**src/rtl/cfgl_pkg.sv**
```systemverilog
package cfgl_pkg;
    typedef enum logic [1:0] {
        LD_IDLE  = 2'd0,
        LD_SHIFT = 2'd1,
        LD_DONE  = 2'd2
    } ld_state_t;

    localparam int unsigned NUM_SEL = 3;
endpackage

```
**src/rtl/cfgl_sync.sv**
```systemverilog
module cfgl_sync #(
    parameter int unsigned W       = 1,
    parameter int unsigned STAGES  = 2,
    parameter logic [W-1:0] RST_VAL = '0
) (
    input  logic         clk,
    input  logic         rst_n,
    input  logic [W-1:0] d,
    output logic [W-1:0] q
);
    logic [W-1:0] stg [STAGES];

    always_ff @(posedge clk or negedge rst_n) begin
        if (!rst_n) stg[0] <= RST_VAL;
        else        stg[0] <= d;
    end

    for (genvar i = 1; i < STAGES; i++) begin : g_stage
        always_ff @(posedge clk or negedge rst_n) begin
            if (!rst_n) stg[i] <= RST_VAL;
            else        stg[i] <= stg[i-1];
        end
    end

    assign q = stg[STAGES-1];
endmodule

```
**src/rtl/cfgl_shift.sv**
```systemverilog
module cfgl_shift #(
    parameter int unsigned DW = 8
) (
    input  logic          clk,
    input  logic          rst_n,
    input  logic          load,
    input  logic [DW-1:0] load_data,
    input  logic          en,
    output logic          bit_out,
    output logic          last
);
    localparam int unsigned CW = (DW > 1) ? $clog2(DW) : 1;
    localparam logic [CW-1:0] LAST_IDX = CW'(DW - 1);

    logic [DW-1:0] sreg;
    logic [CW-1:0] cnt;

    always_ff @(posedge clk or negedge rst_n) begin
        if (!rst_n) begin
            sreg <= '0;
            cnt  <= '0;
        end else if (load) begin
            sreg <= load_data;
            cnt  <= '0;
        end else if (en) begin
            sreg <= sreg >> 1;
            cnt  <= cnt + 1'b1;
        end
    end

    assign bit_out = sreg[0];
    assign last    = (cnt == LAST_IDX);

    AST_SHIFT_BOUNDED: assert property (@(posedge clk) disable iff (!rst_n)
        (en && last) |=> !en) else $error("shift ran past last bit");
    AST_LOAD_IDLE: assert property (@(posedge clk) disable iff (!rst_n)
        load |-> !en) else $error("load while shifting");
endmodule

```
**src/rtl/cfg_parallel_loader.sv**
```systemverilog
module cfg_parallel_loader #(
    parameter int unsigned DW          = 8,
    parameter int unsigned SYNC_STAGES = 2
) (
    input  logic          clk,
    input  logic          rst_n,
    input  logic [2:0]    sel_n,
    input  logic          wr_strobe,
    input  logic [DW-1:0] host_data,
    input  logic          cfg_end,
    output logic          host_ready,
    output logic          cfg_busy_hi,
    output logic          cfg_busy_lo,
    output logic          ser_data,
    output logic          ser_valid,
    output logic          overrun
);
    import cfgl_pkg::*;

    localparam int unsigned CTL_W = NUM_SEL + 1;
    localparam logic [CTL_W-1:0] CTL_IDLE = {1'b0, {NUM_SEL{1'b1}}};

    ld_state_t state, state_nx;

    logic [CTL_W-1:0] ctl_s;
    logic [DW-1:0]    data_s, data_q;
    logic             all_now, all_q, wr_fall;
    logic             end_req, load, shift_en, last;

    cfgl_sync #(.W(CTL_W), .STAGES(SYNC_STAGES), .RST_VAL(CTL_IDLE)) u_sync_ctl (
        .clk(clk), .rst_n(rst_n), .d({wr_strobe, sel_n}), .q(ctl_s)
    );

    cfgl_sync #(.W(DW), .STAGES(SYNC_STAGES), .RST_VAL('0)) u_sync_data (
        .clk(clk), .rst_n(rst_n), .d(host_data), .q(data_s)
    );

    assign all_now = ctl_s[CTL_W-1] & ~(|ctl_s[NUM_SEL-1:0]);
    assign wr_fall = all_q & ~all_now;

    always_ff @(posedge clk or negedge rst_n) begin
        if (!rst_n) begin
            all_q   <= 1'b0;
            data_q  <= '0;
            end_req <= 1'b0;
            overrun <= 1'b0;
        end else begin
            all_q  <= all_now;
            data_q <= data_s;
            if (cfg_end) end_req <= 1'b1;
            if (wr_fall && state == LD_SHIFT) overrun <= 1'b1;
        end
    end

    // state register
    always_ff @(posedge clk or negedge rst_n) begin
        if (!rst_n) state <= LD_IDLE;
        else        state <= state_nx;
    end

    always_comb begin
        state_nx = state;
        unique case (state)
            LD_IDLE: begin
                if (end_req)      state_nx = LD_DONE;
                else if (wr_fall) state_nx = LD_SHIFT;
            end
            LD_SHIFT: if (last)   state_nx = LD_IDLE;
            LD_DONE:              state_nx = LD_DONE;
            default:              state_nx = LD_IDLE;
        endcase
    end

    // outputs
    always_comb begin
        host_ready  = 1'b0;
        cfg_busy_hi = 1'b1;
        cfg_busy_lo = 1'b0;
        shift_en    = 1'b0;
        load        = 1'b0;
        unique case (state)
            LD_IDLE: begin
                host_ready = 1'b1;
                load       = wr_fall & ~end_req;
            end
            LD_SHIFT: shift_en = 1'b1;
            LD_DONE: begin
                cfg_busy_hi = 1'b0;
                cfg_busy_lo = 1'b1;
            end
            default: ;
        endcase
    end

    cfgl_shift #(.DW(DW)) u_shift (
        .clk(clk), .rst_n(rst_n), .load(load), .load_data(data_q),
        .en(shift_en), .bit_out(ser_data), .last(last)
    );

    assign ser_valid = shift_en;

    AST_OVERRUN_STICKY: assert property (@(posedge clk) disable iff (!rst_n)
        overrun |=> overrun) else $error("overrun cleared");
    AST_WRITE_STARTS: assert property (@(posedge clk) disable iff (!rst_n)
        (host_ready && wr_fall && !end_req) |=> (ser_valid && !host_ready)) else $error("write not taken");
    AST_DONE_FINAL: assert property (@(posedge clk) disable iff (!rst_n)
        (!cfg_busy_hi) |=> (!cfg_busy_hi && cfg_busy_lo && !host_ready)) else $error("done left");
    AST_NO_DATA_DONE: assert property (@(posedge clk) disable iff (!rst_n)
        (!cfg_busy_hi) |-> !ser_valid) else $error("serial output after done");
endmodule

```
**config.mk**
```make
export PLATFORM = sky130hd
export DESIGN_NAME = cfg_parallel_loader
export DESIGN_NICKNAME = d
export VERILOG_FILES = /design/src/rtl/cfgl_pkg.sv /design/src/rtl/cfgl_sync.sv /design/src/rtl/cfgl_shift.sv /design/src/rtl/cfg_parallel_loader.sv
export SDC_FILE = /design/constraint.sdc
export NUM_CORES = 1
export LEC_CHECK = 0
export ABC_AREA = 0
export BUFFER_PORTS_ARGS = -buffer_cell sky130_fd_sc_hd__clkbuf_2
export CAP_MARGIN = 20
export CELL_PAD_IN_SITES_DETAIL_PLACEMENT = 1
export CELL_PAD_IN_SITES_GLOBAL_PLACEMENT = 1
export CORE_MARGIN = 8
export CORE_UTILIZATION = 40
export DETAILED_ROUTE_END_ITERATION = 10
export GPL_TIMING_DRIVEN = 0
export PLACE_DENSITY = 0.7
export SYNTH_ARGS = -nofsm -noshare
export SYNTH_HDL_FRONTEND = slang
export SYNTH_SLANG_ARGS = --single-unit
```
**constraint.sdc**
```tcl
create_clock -name clk -period 2.3 [get_ports clk]
set_input_delay 0.115 -clock clk [delete_from_list [all_inputs] [get_ports clk]]
set_output_delay 0.115 -clock clk [all_outputs]
set_load 0.02 [all_outputs]
```
==> results of run 1 <==
==> critical path, delay by kind of cell (launching register included) <==
family,cells,cell delay (ps)
DFF,1,370
muxes,1,320
and+or+nand+nor,2,770
==> layer usage <==
layer / part of all wire / up-vias / track usage
li1: - / 378 / -
met1: 0.37 / 423 / 0.0870
met2: 0.58 / 12 / 0.155
met3: 0.035 / 2 / 0.0418
met4: 0.010 / 0 / 0.0389
met5: 0 / - / 0
==> report_power, final <==
part	internal (uW)	switching, uW	total [uW]
Combinational	27.6	22.7	50.3
Sequential	876	8.77	885
Clock	212	253	466
==> final cells by class <==
class                   count  area, um2  area share
flip-flops and latches     48       1210       0.605
multi-input cells          38        362       0.181
repair buffers             34        250       0.125
clock buffers               6       72.6      0.0363
well taps                  50       62.6      0.0313
inverters                   4       20.0      0.0100
clock inverters             2       12.5     0.00626
plain buffers               1       11.3     0.00563
==> registers in the layout (all words and copies together), names as in the netlist <==
signal and cells:
u_sync_ctl.q 4, u_sync_data.stg 8, all_q 1, end_req 1
state 2, u_sync_data.q 8, u_shift.cnt 3, u_shift.sreg 8
u_sync_ctl.stg 4, overrun 1, data_q 8
==> cell families (layout without fill, tap and decap cells) <==
group                      after synthesis  after routing
DFF                                     48             48
buffers and inverters                    5             47
and+or+nand+nor                         16             16
xor gates and xnor gates                 1              1
AOI/OAI and AO/OA                        4              4
muxes                                   15             15
adders and majority gates                2              2
==> worst paths after layout <==
check,from,to,slack (ps),depth (start not counted)
worst max-delay path,u_sync_ctl.q[2],u_shift.sreg[3],730,3
worst min-delay path,cfg_end,end_req,20,2
worst max register to register,u_sync_ctl.q[2],u_shift.sreg[3],730,3
worst min register to register,u_sync_data.q[6],data_q[6],350,0
max in group asynchronous,rst_n,u_sync_ctl.stg[4],1540,3
min in group asynchronous,rst_n,u_sync_data.stg[8],220,2
==> per-stage QoR <==
step | total power (uW) | instances | area [um2] | worst slack, ps | utilization
global placement | 927 | 161 | 1760 | 752 | 0.451
CTS | 1420 | 181 | 1970 | 724 | 0.503
finish | 1400 | 183 | 2000 | 729 | 0.511
floorplan | 900 | 91 | 1600 | 801 | -
detailed placement | 932 | 161 | 1760 | 739 | 0.451
global route | 1470 | 183 | 2000 | 695 | 0.511
==> cell usage in the layout (no fill, tap or decap) <==
cell / n
inv_1: 3
clkinv_2: 1
clkbuf_1: 1
o21ai_0: 1
nand3_4: 1
mux2_1: 1
buf_6: 1
buf_12: 1
mux2_4: 9
nor3_2: 1
clkinvlp_4: 1
a31o_2: 1
nor2_1: 4
dlygate4sd3_1: 13
dfrtp_1: 42
dfstp_2: 6
or2b_1: 1
mux2i_1: 1
and3_2: 1
inv_6: 1
nand2_1: 5
clkbuf_8: 5
ha_1: 2
or2_2: 1
or4b_4: 1
a21oi_1: 2
nand2b_1: 1
mux2_2: 4
clkbuf_2: 20
xnor2_1: 1
==> what timing repair did <==
| action | CTS | global route |
|---|---|---|
| endpoints found under the hold margin | 12 | 8 |
| hold buffers | 12 | 1 |
| setup buffers | 0 | 0 |
==> metrics, run 1 <==
Mapped Cells 91; cts repair resizes 0; register area share after synthesis 0.755; TritonCTS clock tree built; global-route wire length before repair 4200 um; CP max FO 9; FILL cells between 400 and 500; slowest stage delay, CP 560 ps; fin crit share 0.683; DRC 0; post-synth top area share 0.656; Distinct cells, synth 23; Final ANT Viol Nets 0; Final min period roughly 1600 ps; Die Width 79.3 um; All-Layer GR Usage 0.0886; die area 6280 um2; Ys Warns 0; htree depth 2; core area 3910 um2; PD cells 701 nW/um2; boundary pin count 21; Yosys top cell by area dfrtp_1; mux cell area share after synthesis 0.126; clk buf depth 2; largest net degree at the start of global routing between 40 and 50; cts bufs inserted 5; Synth top cells by count 42 x dfrtp_1, 9 x mux2_4, 6 x dfstp_2; Initial Utilization 0.409; Post-synth EDFFs 0; RSZ-0062 raised after global routing false; share of layout cells above drive strength 1 0.414; Mapped Area 1600 um2; # setup viols final 0; Fin Clk Skew 5.37 ps; Max VDD drop 0.000396 V; Final Hold Fails 0; total number of vias ~800; Crit path arrival time between 1500 and 2000 ps; Slew @ Worst Pin 247 ps; Layout Nets 149; Synth Area in Compound Gates 0.0148; Required @ worst endpoint 2470 ps; Clock Sinks between 40 and 50; # diodes 0; gpl congestion around 0.69; vias in the first global route 887; largest family of logic cells by synthesized area multiplexers; initial antenna violation count 0; Congestion Overflow GR 0; Min-Delay Path Class in2reg; Die Y 79.3 um; WHS 20.5 ps; Synth Area per Inst 17.6 um2; Synth async-reset ratio 1.00; startpoint types flip-flop; HPWL Detailed 1610 um; CP endpoint kind flip-flop; FF+latch count, synth 48; Clock Latency Late Sink 290 ps; CTS root buffer clkbuf_8; Worst-path clk slew 80 ps; FMAX around 0.64 GHz; Static Leakage 0.000982 uW; adder-cell share of the synthesized area 0.0156; outcome completed; Setup TNS 0 ps; total wire length about 2500 um; CP max-delay cell or4b_4; Synth Area in Simple Gates 0.0641; IO buf count 20; Synth area leaders dfrtp_1 66%, dfstp_2 9.8%, mux2_4 8.4%, mux2_2 2.8%, ha_1 1.6%; worst-path cell chain or4b_4, nand3_4, mux2_4; max-cap violations 0; post-synthesis xor/xnor area fraction 0.00547; Post-Syn Nets 108; wire per inst 13.6 um; Crit Path Class reg2reg; Slew Limit Headroom 0.835; vias per cell 4.45; initial drt markers 20; count leader, synth dfrtp_1; first drt pass iteration count 4; # rows 23; ys flop type dfrtp_1; Area Growth Syn to Fin 24.8%; Slew Viols, Final 0
No activity file was read; power rests on OpenSTA's default activity.
==> run 2, diff against run 1 <==
--- a/config.mk
+++ b/config.mk
@@ -5,7 +5,7 @@
 export SDC_FILE = /design/constraint.sdc
 export NUM_CORES = 1
 export LEC_CHECK = 0
-export ABC_AREA = 0
+export ABC_AREA = 1
 export BUFFER_PORTS_ARGS = -buffer_cell sky130_fd_sc_hd__clkbuf_2
 export CAP_MARGIN = 20
 export CELL_PAD_IN_SITES_DETAIL_PLACEMENT = 1
@@ -14,7 +14,7 @@
 export CORE_UTILIZATION = 40
 export DETAILED_ROUTE_END_ITERATION = 10
 export GPL_TIMING_DRIVEN = 0
-export PLACE_DENSITY = 0.7
+export PLACE_DENSITY = 0.75
 export SYNTH_ARGS = -nofsm -noshare
 export SYNTH_HDL_FRONTEND = slang
 export SYNTH_SLANG_ARGS = --single-unit
==> constraint.sdc (replaced) <==
create_clock -name clk -period 1.4 [get_ports clk]
set_input_delay 0.07 -clock clk [delete_from_list [all_inputs] [get_ports clk]]
set_output_delay 0.07 -clock clk [all_outputs]
set_load 0.02 [all_outputs]
==> metrics, run 2 <==
wl on met1 1220 um (+32%); Mapped Cells 139 (+53%); first drt pass iteration count 4 (unchanged); count leader, synth dfrtp_1; Slew Limit Headroom 0.590 (-0.245); Crit path arrival time 1500 ps (-240 ps); All-Layer GR Usage 0.0977 (+0.00916); global-route wire length before repair 4970 um (+19%); Required @ worst endpoint 1570 ps (-900 ps); core area 4030 um2 (+2.9%); Max VDD drop 0.000853 V (+120%); Post-Syn Nets 156 (+44%); Synth top cells by count 42 x dfrtp_1, 40 x nand2_1, 15 x inv_1; Non-Filler Instances 235 (+28%); largest net degree at the start of global routing 49 (unchanged); # setup viols final 0 (unchanged); Slew @ Worst Pin 616 ps (+369 ps); most frequent cells in the layout 40 x dfrtp_1, 39 x nand2_1, 20 x clkbuf_2; Final min period 1330 ps (-245 ps); initial drt markers 17 (-15%); routed wl met2 1610 um (+11%); Synth Area per Inst 12.1 um2 (-31%); Layout Nets 201 (+35%); Setup TNS 0 ps (unchanged); Clock Sinks 48 (unchanged); RSZ-0062 raised after global routing false; boundary pin count 21 (unchanged); share of layout cells above drive strength 1 0.314 (-0.100); clk buf depth 2 (unchanged); Worst-path clk slew 80 ps (about the same); max-cap violations 0 (unchanged); IO buf count 20 (unchanged); CP max FO 10 (+1); Mapped Area 1680 um2 (+5.1%); FMAX 0.754 GHz (+18%); startpoint types flip-flop; total wire length 3000 um (+21%); routed wire length on met3 134 um (+54%); Synth async-reset ratio 1.00 (unchanged); Die Width 80.9 um (+2.0%); CP endpoint kind flip-flop; wire per inst 12.8 um (-6.0%); vias in the first global route 1,167 (+32%); initial antenna violation count 0 (unchanged); Crit Path Class reg2reg; worst setup margin 74.0 ps (-655 ps); Ys Warns 0 (unchanged); Congestion Overflow GR 0 (unchanged); Static Leakage 0.00115 uW (+17%); Fin Clk Skew 5.93 ps (+0.555 ps); Post-synth EDFFs 0 (unchanged); Final Hold Fails 0 (unchanged); FF+latch count, synth 48 (unchanged); total number of vias 1,077 (+32%); die area 6540 um2 (+4.0%); Min-Delay Path Class in2async; HPWL Detailed 2070 um (+29%); Area Growth Syn to Fin 30.0%; Final ANT Viol Nets 0 (unchanged); vias per cell 4.58 (+2.9%); Yosys top cell by area dfrtp_1; # diodes 0 (unchanged); most common cell after layout, fill and taps aside dfrtp_1; post-synth top area share 0.625 (-0.0317); Initial Utilization 0.418 (+0.00849); cts bufs inserted 5 (unchanged); WHS 319 ps (+299 ps); Slew Viols, Final 0 (unchanged); pre-CTS setup slack -104 ps (-843 ps); CTS root buffer clkbuf_8; gpl congestion 0.694 (+1.0%); TritonCTS clock tree built; outcome completed; ys flop type dfrtp_1; Clock Latency Late Sink 290 ps (about the same); Distinct cells, synth 17 (-26%); PD cells 1230 nW/um2 (+75%); Synth area leaders dfrtp_1 62%, dfstp_2 9.4%, nand2_1 8.9%, nand3_2 3.6%, inv_1 3.3%; fin util 0.543 (+0.0320); Inst Count DP 209 (+30%); register area share after synthesis 0.718 (-0.0365); DR top layer met4; htree depth 2 (unchanged); Die Y 80.9 um (+2.0%); DRC 0 (unchanged); fin crit share 0.947 (+0.264); # rows 23 (unchanged)
[run 2: cell types whose count changed after synthesis, sizes merged, moves of 2 or more]
cell and delta:
a21oi -2, buf +2, clkbuf +2, inv +11
mux2 -14, nand2 +35, nand3 +9, nand4 +8
nor2 +2
[run 2: cells by family (layout without fill, tap and decap cells)]
kind of cell               Yosys count  in the layout  synth area share
and+or+nand+nor                     67             67             0.204
adders and majority gates            2              2            0.0149
buffers and inverters               20             66            0.0543
DFF                                 48             48             0.718
AOI/OAI and AO/OA                    2              2           0.00818
[run 2: layout make-up]
class | count | area (um2)
plain buffers | 4 | 38.8
well taps | 50 | 62.6
fillers | 424 | 1840
clock buffers | 6 | 72.6
flip-flops and latches | 48 | 1210
inverters | 15 | 56.3
repair buffers | 39 | 300
clock inverters | 2 | 60.1
multi-input cells | 71 | 385
[run 2: timing repair]
action                                  in CTS  in global routing
setup buffers                                1                  3
endpoints found under the setup margin      13                  5
resized for setup                            8                  2
pin swaps                                    1                  0
endpoints found under the hold margin       13                 17
hold buffers                                13                  1
[run 2: critical path: stages, from the launching register on]
cell and delay (ps):
dfrtp_2 450, nor3_4 260, nand3_4 170, buf_6 190, o21ai_0 130
[run 2: report_power, final]
part / internal, uW / switching, uW
clock network: 713 / 421
registers: 1440 / 14.8
logic: 49.8 / 43.3
[run 2: final timing paths]
kind,from,end,slack (ps),depth (start not counted)
max,state[1],state[0],70,4
min,rst_n,state[0],320,2
max reg2reg,state[1],state[0],70,4
min reg2reg,u_sync_data.q[0],data_q[0],350,0
max in group asynchronous,rst_n,u_shift.sreg[6],550,3
min in group clk,u_sync_data.q[0],data_q[0],350,0
[run 2: metal layers]
layer,GRT usage,vias to the layer above
met2,0.179,22
met5,0,-
met3,0.0386,4
met1,0.0984,532
met4,0.0339,0
li1,-,519
[run 2: per-stage QoR]
stage | total power (uW) | cell area [um2]
3_5_place_dp | 1540 | 1850
3_3_place_gp | 1530 | 1850
2_1_floorplan | 1490 | 1680
6_report | 2680 | 2190
4_1_cts | 2710 | 2130
5_1_grt | 2780 | 2190
